===== src/rtl/port_block_xfer_pkg.sv =====
package port_block_xfer_pkg;

    typedef enum logic [1:0] {
        ST_IDLE   = 2'd0,
        ST_FETCH  = 2'd1,
        ST_STORE  = 2'd2,
        ST_FINISH = 2'd3
    } pbx_state_t;

    typedef struct packed {
        logic to_mem;
        logic downward;
        logic repeat_run;
    } pbx_opts_t;

endpackage


===== src/rtl/pbx_pointer.sv =====
module pbx_pointer #(
    parameter int AW = 16
) (
    input  logic          clk,
    input  logic          rst_n,
    input  logic          load,
    input  logic [AW-1:0] load_val,
    input  logic          step,
    input  logic          down,
    output logic [AW-1:0] ptr
);
    localparam logic [AW-1:0] ONE = AW'(1);

    always_ff @(posedge clk or negedge rst_n) begin
        if (!rst_n) begin
            ptr <= '0;
        end else if (load) begin
            ptr <= load_val;
        end else if (step) begin
            ptr <= down ? ptr - ONE : ptr + ONE;
        end
    end


    ptr_step_chk: assert property (@(posedge clk) disable iff (!rst_n)
        (step && !load) |=> (ptr == ($past(down) ? $past(ptr) - ONE : $past(ptr) + ONE)));
endmodule


===== src/rtl/pbx_counter.sv =====
module pbx_counter #(
    parameter int CW = 8
) (
    input  logic          clk,
    input  logic          rst_n,
    input  logic          load,
    input  logic [CW-1:0] load_val,
    input  logic          dec,
    output logic [CW-1:0] cnt,
    output logic          last
);
    localparam logic [CW-1:0] ONE = CW'(1);

    always_ff @(posedge clk or negedge rst_n) begin
        if (!rst_n) begin
            cnt <= '0;
        end else if (load) begin
            cnt <= load_val;
        end else if (dec) begin
            cnt <= cnt - ONE;
        end
    end

    assign last = (cnt == ONE);


    cnt_dec_chk: assert property (@(posedge clk) disable iff (!rst_n)
        (dec && !load) |=> (cnt == $past(cnt) - ONE));
endmodule


===== src/rtl/pbx_ctrl.sv =====
module pbx_ctrl
    import port_block_xfer_pkg::*;
(
    input  logic       clk,
    input  logic       rst_n,
    input  logic       start,
    input  logic       repeat_run,
    input  logic       last,
    output pbx_state_t state,
    output logic       load,
    output logic       fetch,
    output logic       store,
    output logic       busy,
    output logic       done
);
    pbx_state_t nxt;

    always_comb begin
        nxt = state;
        unique case (state)
            ST_IDLE:   if (start) nxt = ST_FETCH;
            ST_FETCH:  nxt = ST_STORE;
            ST_STORE:  nxt = (repeat_run && !last) ? ST_FETCH : ST_FINISH;
            ST_FINISH: nxt = ST_IDLE;
            default:   nxt = ST_IDLE;
        endcase
    end

    always_ff @(posedge clk or negedge rst_n) begin
        if (!rst_n) state <= ST_IDLE;
        else        state <= nxt;
    end

    always_comb begin
        load  = 1'b0;
        fetch = 1'b0;
        store = 1'b0;
        busy  = 1'b0;
        done  = 1'b0;
        unique case (state)
            ST_IDLE:   load = start;
            ST_FETCH:  begin fetch = 1'b1; busy = 1'b1; end
            ST_STORE:  begin store = 1'b1; busy = 1'b1; end
            ST_FINISH: done = 1'b1;
            default:   ;
        endcase
    end


    fetch_then_store_chk: assert property (@(posedge clk) disable iff (!rst_n)
        fetch |=> store);


    done_single_chk: assert property (@(posedge clk) disable iff (!rst_n)
        done |=> !done);


    idle_only_load_chk: assert property (@(posedge clk) disable iff (!rst_n)
        busy |-> !load);
endmodule


===== src/rtl/port_block_xfer.sv =====
module port_block_xfer
    import port_block_xfer_pkg::*;
#(
    parameter int AW = 16,
    parameter int CW = 8,
    parameter int PW = 8,
    parameter int DW = 8
) (
    input  logic          clk,
    input  logic          rst_n,
    input  logic          start,
    input  logic          dir_in,
    input  logic          step_down,
    input  logic          repeat_mode,
    input  logic [PW-1:0] port_sel,
    input  logic [CW-1:0] count_sel,
    input  logic [AW-1:0] addr_sel,
    output logic [AW-1:0] mem_addr,
    output logic          mem_rd,
    output logic          mem_wr,
    output logic [DW-1:0] mem_wdata,
    input  logic [DW-1:0] mem_rdata,
    output logic [PW-1:0] io_port,
    output logic          io_rd,
    output logic          io_wr,
    output logic [DW-1:0] io_wdata,
    input  logic [DW-1:0] io_rdata,
    output logic          busy,
    output logic          done,
    output logic [CW-1:0] count_now,
    output logic [AW-1:0] addr_now
);
    pbx_state_t    state;
    pbx_opts_t     opts_q;
    logic [PW-1:0] port_q;
    logic [DW-1:0] byte_q;
    logic          load, fetch, store, last;

    pbx_ctrl u_ctrl (
        .clk        (clk),
        .rst_n      (rst_n),
        .start      (start),
        .repeat_run (opts_q.repeat_run),
        .last       (last),
        .state      (state),
        .load       (load),
        .fetch      (fetch),
        .store      (store),
        .busy       (busy),
        .done       (done)
    );

    pbx_pointer #(.AW(AW)) u_ptr (
        .clk      (clk),
        .rst_n    (rst_n),
        .load     (load),
        .load_val (addr_sel),
        .step     (store),
        .down     (opts_q.downward),
        .ptr      (addr_now)
    );

    pbx_counter #(.CW(CW)) u_cnt (
        .clk      (clk),
        .rst_n    (rst_n),
        .load     (load),
        .load_val (count_sel),
        .dec      (store),
        .cnt      (count_now),
        .last     (last)
    );

    always_ff @(posedge clk or negedge rst_n) begin
        if (!rst_n) begin
            port_q <= '0;
            opts_q <= '0;
            byte_q <= '0;
        end else begin
            if (load) begin
                port_q <= port_sel;
                opts_q <= '{to_mem: dir_in, downward: step_down, repeat_run: repeat_mode};
            end
            if (fetch) begin
                byte_q <= opts_q.to_mem ? io_rdata : mem_rdata;
            end
        end
    end

    assign io_rd     = fetch &  opts_q.to_mem;
    assign mem_rd    = fetch & ~opts_q.to_mem;
    assign mem_wr    = store &  opts_q.to_mem;
    assign io_wr     = store & ~opts_q.to_mem;
    assign mem_addr  = addr_now;
    assign io_port   = port_q;
    assign mem_wdata = byte_q;
    assign io_wdata  = byte_q;


    strobe_excl_chk: assert property (@(posedge clk) disable iff (!rst_n)
        !((io_rd || io_wr) && (mem_rd || mem_wr)));


    port_hold_chk: assert property (@(posedge clk) disable iff (!rst_n)
        (busy && !fetch) |-> $stable(io_port));


    byte_carry_chk: assert property (@(posedge clk) disable iff (!rst_n)
        (io_rd || mem_rd) |=> $stable(addr_now));
endmodule


===== config.mk =====
export PLATFORM = sky130hd
export DESIGN_NAME = port_block_xfer
export DESIGN_NICKNAME = d
export VERILOG_FILES = /design/src/rtl/port_block_xfer_pkg.sv /design/src/rtl/pbx_pointer.sv /design/src/rtl/pbx_counter.sv /design/src/rtl/pbx_ctrl.sv /design/src/rtl/port_block_xfer.sv
export SDC_FILE = /design/constraint.sdc
export NUM_CORES = 1
export LEC_CHECK = 0
export ABC_AREA = 0
export CAP_MARGIN = 10
export CORE_MARGIN = 5
export CORE_UTILIZATION = 44
export CTS_CLUSTER_DIAMETER = 150
export CTS_CLUSTER_SIZE = 14
export DETAILED_ROUTE_END_ITERATION = 6
export PLACE_DENSITY = 0.86
export SETUP_SLACK_MARGIN = 0.4
export SYNTH_ARGS = -nofsm -noshare
export SYNTH_HDL_FRONTEND = slang
export SYNTH_SLANG_ARGS = --single-unit

===== constraint.sdc =====
create_clock -name clk -period 3.7 [get_ports clk]
set_clock_uncertainty 0.2 [all_clocks]
set_input_delay 0.37 -clock clk [delete_from_list [all_inputs] [get_ports clk]]
set_output_delay 0.37 -clock clk [all_outputs]
set_load 0.02 [all_outputs]

==> out/metrics.csv, run 1 <==
stage,metric,value,unit
worst_setup_path,Most common cell on crit path,o21a_1,
worst_setup_path,"Arr. time, crit path",3.01,ns
pwr,Sequential Power Share,0.229,
global_route,total gr overflow,0,
worst_setup_path,CP max stage cell,dfrtp_1,
sta,Max Freq,334,MHz
pwr,Int Pwr,2390,uW
drt,Pre-Repair DR Iteration Count,4,
cells_and_area,most frequent cells in the layout,"clkdlybuf4s50_1, nand2_1, dfrtp_1, o21ai_0, a21oi_1",
worst_setup_path,"delay-heaviest family, CP",compound AO/OA/AOI/OAI gates,
placed_design,# placed instances,538,
cells_and_area,Antenna Cells,0,
synth,ranking of synthesized cells by area,"dfrtp_1, ha_1, nand2_1",
synth,cell taking the most area after synthesis,dfrtp_1,
sta,Fin. Hold Viols,0,
placed_design,I/O Buffers,123,
drt,vias per cell,5.13,
worst_setup_path,CP Launch Type,flop,
cells_and_area,Syn-to-layout area delta,40.2,%
clock_network,Clock Sinks,45,
die,IO Pins,124,
global_route,all-layer global routing usage,0.191,
synth,post-synthesis sequential area ratio,0.368,
clock_network,hold_buf cts,0,
synth,Syn Inst Count,354,
placed_design,dpl hpwl,6030,um
sta,slew margin rel.,0.326,
sta,worst slew pin tran,1.01,ns
drt,wire per inst,14.6,um
drt,total length of routed wires,7980,um
die,Die W,93.4,um
synth,Mapped Area,3060,sq um
sta,RSZ-0062 raised after global routing,no,
pwr,Max VDD drop,0.451,mV
clock_network,TritonCTS clock tree,built,
die,starting density of the core,0.450,
synth,"Avg Cell Area, Syn",8.64,sq um
run_status,status,"finished, final reports clean",
worst_setup_path,Buf/Inv on CP,0,
worst_setup_path,"Cell Chain, Critical Path",ha_1 > o21a_1 > o211a_1 > a221o_1 > o21a_1 > or4_1 > a31oi_1,
synth,#FFs+latches synth,45,
sta,setup total negative slack,0,ns
pwr,sw frac,0.470,
placed_design,GP Congestion,0.792,
worst_setup_path,Crit Path Category,flop to flop,
sta,crit share post-route,0.809,
drt,vias,2799,
clock_network,Bufs on Longest Clock Path,2,
pwr,PwrDens,1050,nW/um^2
sta,Hold WS,0.0360,ns
pwr,combinational power share,0.680,
drt,drt initial violations,112,
worst_setup_path,CP max FO,18,
placed_design,dpl ws,0.751,ns
synth,distinct cell type count after synthesis,47,
die,FP Rows,30,
worst_setup_path,Worst EP required,3.72,ns
drt,DRC violations left,0,
clock_network,H-Tree Level Count,2,
sta,Finish-stage setup viols,0,
cells_and_area,final std cells w/o fill,546,
synth,Synth Flop Type,dfrtp_1,
pwr,Leakage,0.00183,uW
worst_setup_path,critical path endpoint category,flop,
min_path,HP Class,input port to asynchronous set/reset pin,
synth,ys async rst share,1.00,
synth,synthesized net count,430,
drt,Post-DRT Antenna Nets,0,
clock_network,Root Driver,clkbuf_8,
die,die height,93.4,um
cells_and_area,ratio of cells with drive above 1 in the final layout,0.0356,
worst_setup_path,Worst path max stage delay,0.79,ns
global_route,largest net degree at the start of global routing,46,
clock_network,cts bufs inserted,5,
sta,final setup margin,0.706,ns
sta,max-slew violations,0,
die,core area,6790,sq um
cells_and_area,"commonest non-fill, non-tap cell in the layout",clkdlybuf4s50_1,
clock_network,clock latency on the worst-skew pair,0.30,ns
cells_and_area,Layout Nets,525,
synth,Post-synth EDFFs,0,
synth,Syn. warnings,0,
clock_network,post-CTS sizing,0,
pwr,Clock power frac,0.091,
job,max cap viols,0,
synth,share of the synthesized area in the top cell type,0.368,
die,die area,8720,sq um
global_route,antenna violations before repair,0,
clock_network,Setup Buffers After CTS,0,
clock_network,Clock transition at path regs,0.10,ns
global_route,vias in the first global route,2857,
global_route,global-route wire length before repair,13700,um
pwr,Psw,2110,uW
sta,Final min period,2.99,ns
layer usage:
metal / share of wire / wire, um / up-vias / GRT usage
li1: - / - / 1406 / -
met1: 0.45 / 3560 / 1295 / 0.243
met2: 0.47 / 3750 / 91 / 0.328
met3: 0.077 / 614 / 7 / 0.0531
met4: 0.0073 / 58 / 0 / 0.0317
met5: 0 / 0 / - / 0
metrics by stage:
step / total power, uW / cell area (sq um) / utilization
after floorplan: 3120 / 3060 / -
after global placement: 4030 / 4160 / 0.613
after detailed placement: 4100 / 4160 / 0.613
after CTS: 4530 / 4290 / 0.631
after global routing: 4890 / 4290 / 0.631
final: 4500 / 4290 / 0.631
sequential cells by signal (all words and copies together) (netlist names):
| signal | flops |
|---|---|
| io_wdata | 8 |
| u_ptr.ptr | 16 |
| opts_q | 3 |
| io_port | 8 |
| u_ctrl.state | 2 |
| u_cnt.cnt | 8 |
cell type report:
| class | instances | area (sq um) |
|---|---|---|
| flip-flops and latches | 45 | 1130 |
| multi-input cells | 263 | 1640 |
| clock buffers | 6 | 82.6 |
| fillers | 588 | 2510 |
| clock inverters | 2 | 41.3 |
| repair buffers | 126 | 1250 |
| well taps | 96 | 120 |
| inverters | 8 | 30.0 |
power by group through the flow:
stage / Sequential (uW) / Combinational [uW] / Clock (uW)
6_report: 1030 / 3060 / 408
5_1_grt: 1090 / 3360 / 441
4_1_cts: 1030 / 3080 / 420
3_5_place_dp: 1040 / 3060 / 0
3_3_place_gp: 1030 / 3000 / 0
2_1_floorplan: 1230 / 1890 / 0
final timing paths:
check / start / endpoint / slack [ns] / depth (start not counted)
max: opts_q[1]$_DFFE_PN0P_ / u_ptr.ptr[15]$_DFFE_PN0P_ / 0.71 / 7
min: rst_n / u_ptr.ptr[2]$_DFFE_PN0P_ / 0.04 / 1
max reg2reg: opts_q[1]$_DFFE_PN0P_ / u_ptr.ptr[15]$_DFFE_PN0P_ / 0.71 / 7
min reg2reg: io_port[7]$_DFFE_PN0P_ / io_port[7]$_DFFE_PN0P_ / 0.29 / 2
max in group asynchronous: rst_n / u_ptr.ptr[10]$_DFFE_PN0P_ / 2.64 / 1
min in group clk: io_port[7]$_DFFE_PN0P_ / io_port[7]$_DFFE_PN0P_ / 0.29 / 2
synth_stat cells, types with 4 or more instances:
cell      instances
a211o_1           4
a211oi_1          5
a21o_1            4
a21oi_1          28
and3_1            5
buf_4            25
clkbuf_1          9
dfrtp_1          45
ha_1             21
inv_1             8
mux2i_1          13
nand2_1          60
nand3_1           9
nor2_1           25
nor3_1            4
o211ai_1          5
o21a_1            5
o21ai_0          29
xnor2_1          13
kinds of logic (layout without fill, tap and decap cells):
family                     count (synthesis)  in the layout  synth area share
xor gates and xnor gates                  14             14            0.0401
buffers and inverters                     46            142            0.0961
and+or+nand+nor                          120            120             0.173
muxes                                     13             13            0.0425
DFF                                       45             45             0.368
AOI/OAI and AO/OA                         94             94             0.188
adders and majority gates                 22             22            0.0924
Note: power is estimated with default switching activity, not from simulation.
==> run 2, diff against run 1 <==
- clock period: 3.7 -> 3.02 ns (I/O delays scaled with it)
==> run 2 against run 1 <==
  * Sequential power is 24% higher
  * Final cell count is 1.3% higher
  * First-iteration DRC count is 23% lower
  * Critical endpoint unchanged
==> out/metrics.csv, run 2 (synthesized netlist as in run 1, its figures left out) <==
stage,metric,value,unit,change
run_status,status,"finished, final reports clean",,
cells_and_area,Reg with most FFs,u_ptr.ptr,,
pwr,total power,5780,uW,+28%
min_path,HP Class,flop to flop,,
cells_and_area,ratio of cells with drive above 1 in the final layout,0.0875,,+0.0520
drt,Post-DRT Antenna Nets,0,,unchanged
placed_design,I/O Buffers,123,,unchanged
worst_setup_path,Crit Path Category,flop to flop,,
global_route,all-layer global routing usage,0.192,,+0.000747
die,die height,93.4,um,unchanged
global_route,antenna violations before repair,0,,unchanged
cells_and_area,most frequent cells in the layout,"clkdlybuf4s50_1, nand2_1, dfrtp_1, a21oi_1, o21ai_0",,
die,core area,6790,sq um,unchanged
clock_network,Clock transition at path regs,0.09,ns,about the same
cells_and_area,Filler cells,578,,-1.7%
drt,vias per cell,5.24,,+2.1%
worst_setup_path,CP max FO,8,,-10
sta,Fin. Hold Viols,0,,unchanged
worst_setup_path,"Arr. time, crit path",2.60,ns,-0.41 ns
global_route,total gr overflow,0,,unchanged
worst_setup_path,CP Launch Type,flop,,
sta,Final min period,2.59,ns,-0.401 ns
sta,max-slew violations,0,,unchanged
die,FP Rows,30,,unchanged
sta,crit share post-route,0.859,,+0.0494
global_route,vias in the first global route,2845,,-0.42%
worst_setup_path,Critical Path Source,opts_q[1]$_DFFE_PN0P_,,
clock_network,Root Driver,clkbuf_8,,
sta,slew margin rel.,0.565,,+0.239
placed_design,placed instance area,4180,sq um,+0.39%
global_route,largest net degree at the start of global routing,29,,-37%
sta,setup total negative slack,0,ns,unchanged
die,IO Pins,124,,unchanged
die,die area,8720,sq um,unchanged
sta,Max Freq,386,MHz,+15%
sta,Finish-stage setup viols,0,,unchanged
cells_and_area,area of the multi-input gates,1770,sq um,+7.9%
min_path,worst hold start,io_port[5]$_DFFE_PN0P_,,
cells_and_area,"commonest non-fill, non-tap cell in the layout",clkdlybuf4s50_1,,
clock_network,TritonCTS clock tree,built,,
die,Die W,93.4,um,unchanged
drt,wire per inst,15.0,um,+2.7%
drt,vias,2895,,+3.4%
sta,RSZ-0062 raised after global routing,yes,,
drt,Pre-Repair DR Iteration Count,4,,unchanged
cells_and_area,Antenna Cells,0,,unchanged
placed_design,GP Congestion,0.848,,+7.0%
clock_network,clock latency on the worst-skew pair,0.30,ns,about the same
pwr,PwrDens,1300,nW/um^2,+24%
clock_network,H-Tree Level Count,2,,unchanged
global_route,global-route wire length before repair,13600,um,-0.90%
cells_and_area,"Design Area, Final",4460,sq um,+4.0%
cells_and_area,max FFs per register,16,,unchanged
clock_network,Bufs on Longest Clock Path,2,,unchanged
cells_and_area,Syn-to-layout area delta,45.7,%,
pwr,Max VDD drop,0.570,mV,+26%
placed_design,dpl hpwl,6280,um,+4.1%
worst_setup_path,critical path endpoint category,flop,,
clock_network,Clock Sinks,45,,unchanged
clock_network,cts bufs inserted,5,,unchanged
cells_and_area,Layout Nets,532,,+1.3%
drt,total length of routed wires,8310,um,+4.0%
pwr,Leakage,0.00186,uW,+1.7%
cells_and_area,FF/Latch Area,1130,sq um,+0.11%
job,max cap viols,0,,unchanged
drt,drt initial violations,86,,-23%
sta,worst slew pin tran,0.652,ns,-0.358 ns
worst_setup_path,Worst EP required,3.03,ns,-0.69 ns
worst_setup_path,RR Startpoint,opts_q[1]$_DFFE_PN0P_,,
drt,DRC violations left,0,,unchanged
die,starting density of the core,0.450,,unchanged
-- run 2: power breakdown --
part / switching (uW) / internal [uW]
Sequential: 364 / 912
Clock: 216 / 189
Combinational: 2140 / 1970
Total: 2720 / 3070
-- run 2: metrics by stage --
stage          hold WS, ns  setup WS (ns)   util  cells
2_1_floorplan       -0.194          0.446      -    354
3_3_place_gp         0.157          0.326  0.615    540
3_5_place_dp         0.163          0.266  0.615    540
4_1_cts              0.285          0.359  0.639    552
5_1_grt              0.319          0.280  0.656    553
6_report             0.280          0.427  0.656    553
-- run 2: layout make-up --
type,instances,area share
clock buffer,6,0.0185
clock inverter,2,0.00365
inverter,8,0.00674
multi-input combinational,263,0.397
sequential,45,0.253
tap,96,0.0269
timing repair buffer,133,0.295
-- run 2: worst max-delay path, cell delays in order, from the launching register on --
cell,delay [ns]
dfrtp_2,0.51
buf_6,0.19
ha_1,0.36
nand2_1,0.07
a211o_1,0.26
a211oi_2,0.18
nor3_1,0.09
or4_1,0.47
a31oi_1,0.18
-- run 2: path summary, 6_finish.rpt --
kind	endpoint	cells past startpoint	slack, ns
min reg2reg	io_port[5]$_DFFE_PN0P_	2	0.28
max	u_ptr.ptr[15]$_DFFE_PN0P_	8	0.43
max reg2reg	u_ptr.ptr[15]$_DFFE_PN0P_	8	0.43
min	io_port[5]$_DFFE_PN0P_	2	0.28
min in group asynchronous	u_cnt.cnt[0]$_DFFE_PN0P_	2	0.37
max in group asynchronous	io_port[3]$_DFFE_PN0P_	3	1.55
-- run 2: routing by layer --
| metal | GRT usage | share of wire |
|---|---|---|
| met5 | 0 | 0 |
| met4 | 0.0379 | 0.0070 |
| met3 | 0.0451 | 0.078 |
| met2 | 0.319 | 0.47 |
| met1 | 0.256 | 0.44 |
-- run 2: timing repair --
action / in CTS / in global routing
endpoints found under the setup margin: 5 / 8
endpoints found under the hold margin: 27 / 0
hold buffers: 1 / 0
pin swaps: 0 / 3
setup buffers: 3 / 1
gates resized for setup: 8 / 20
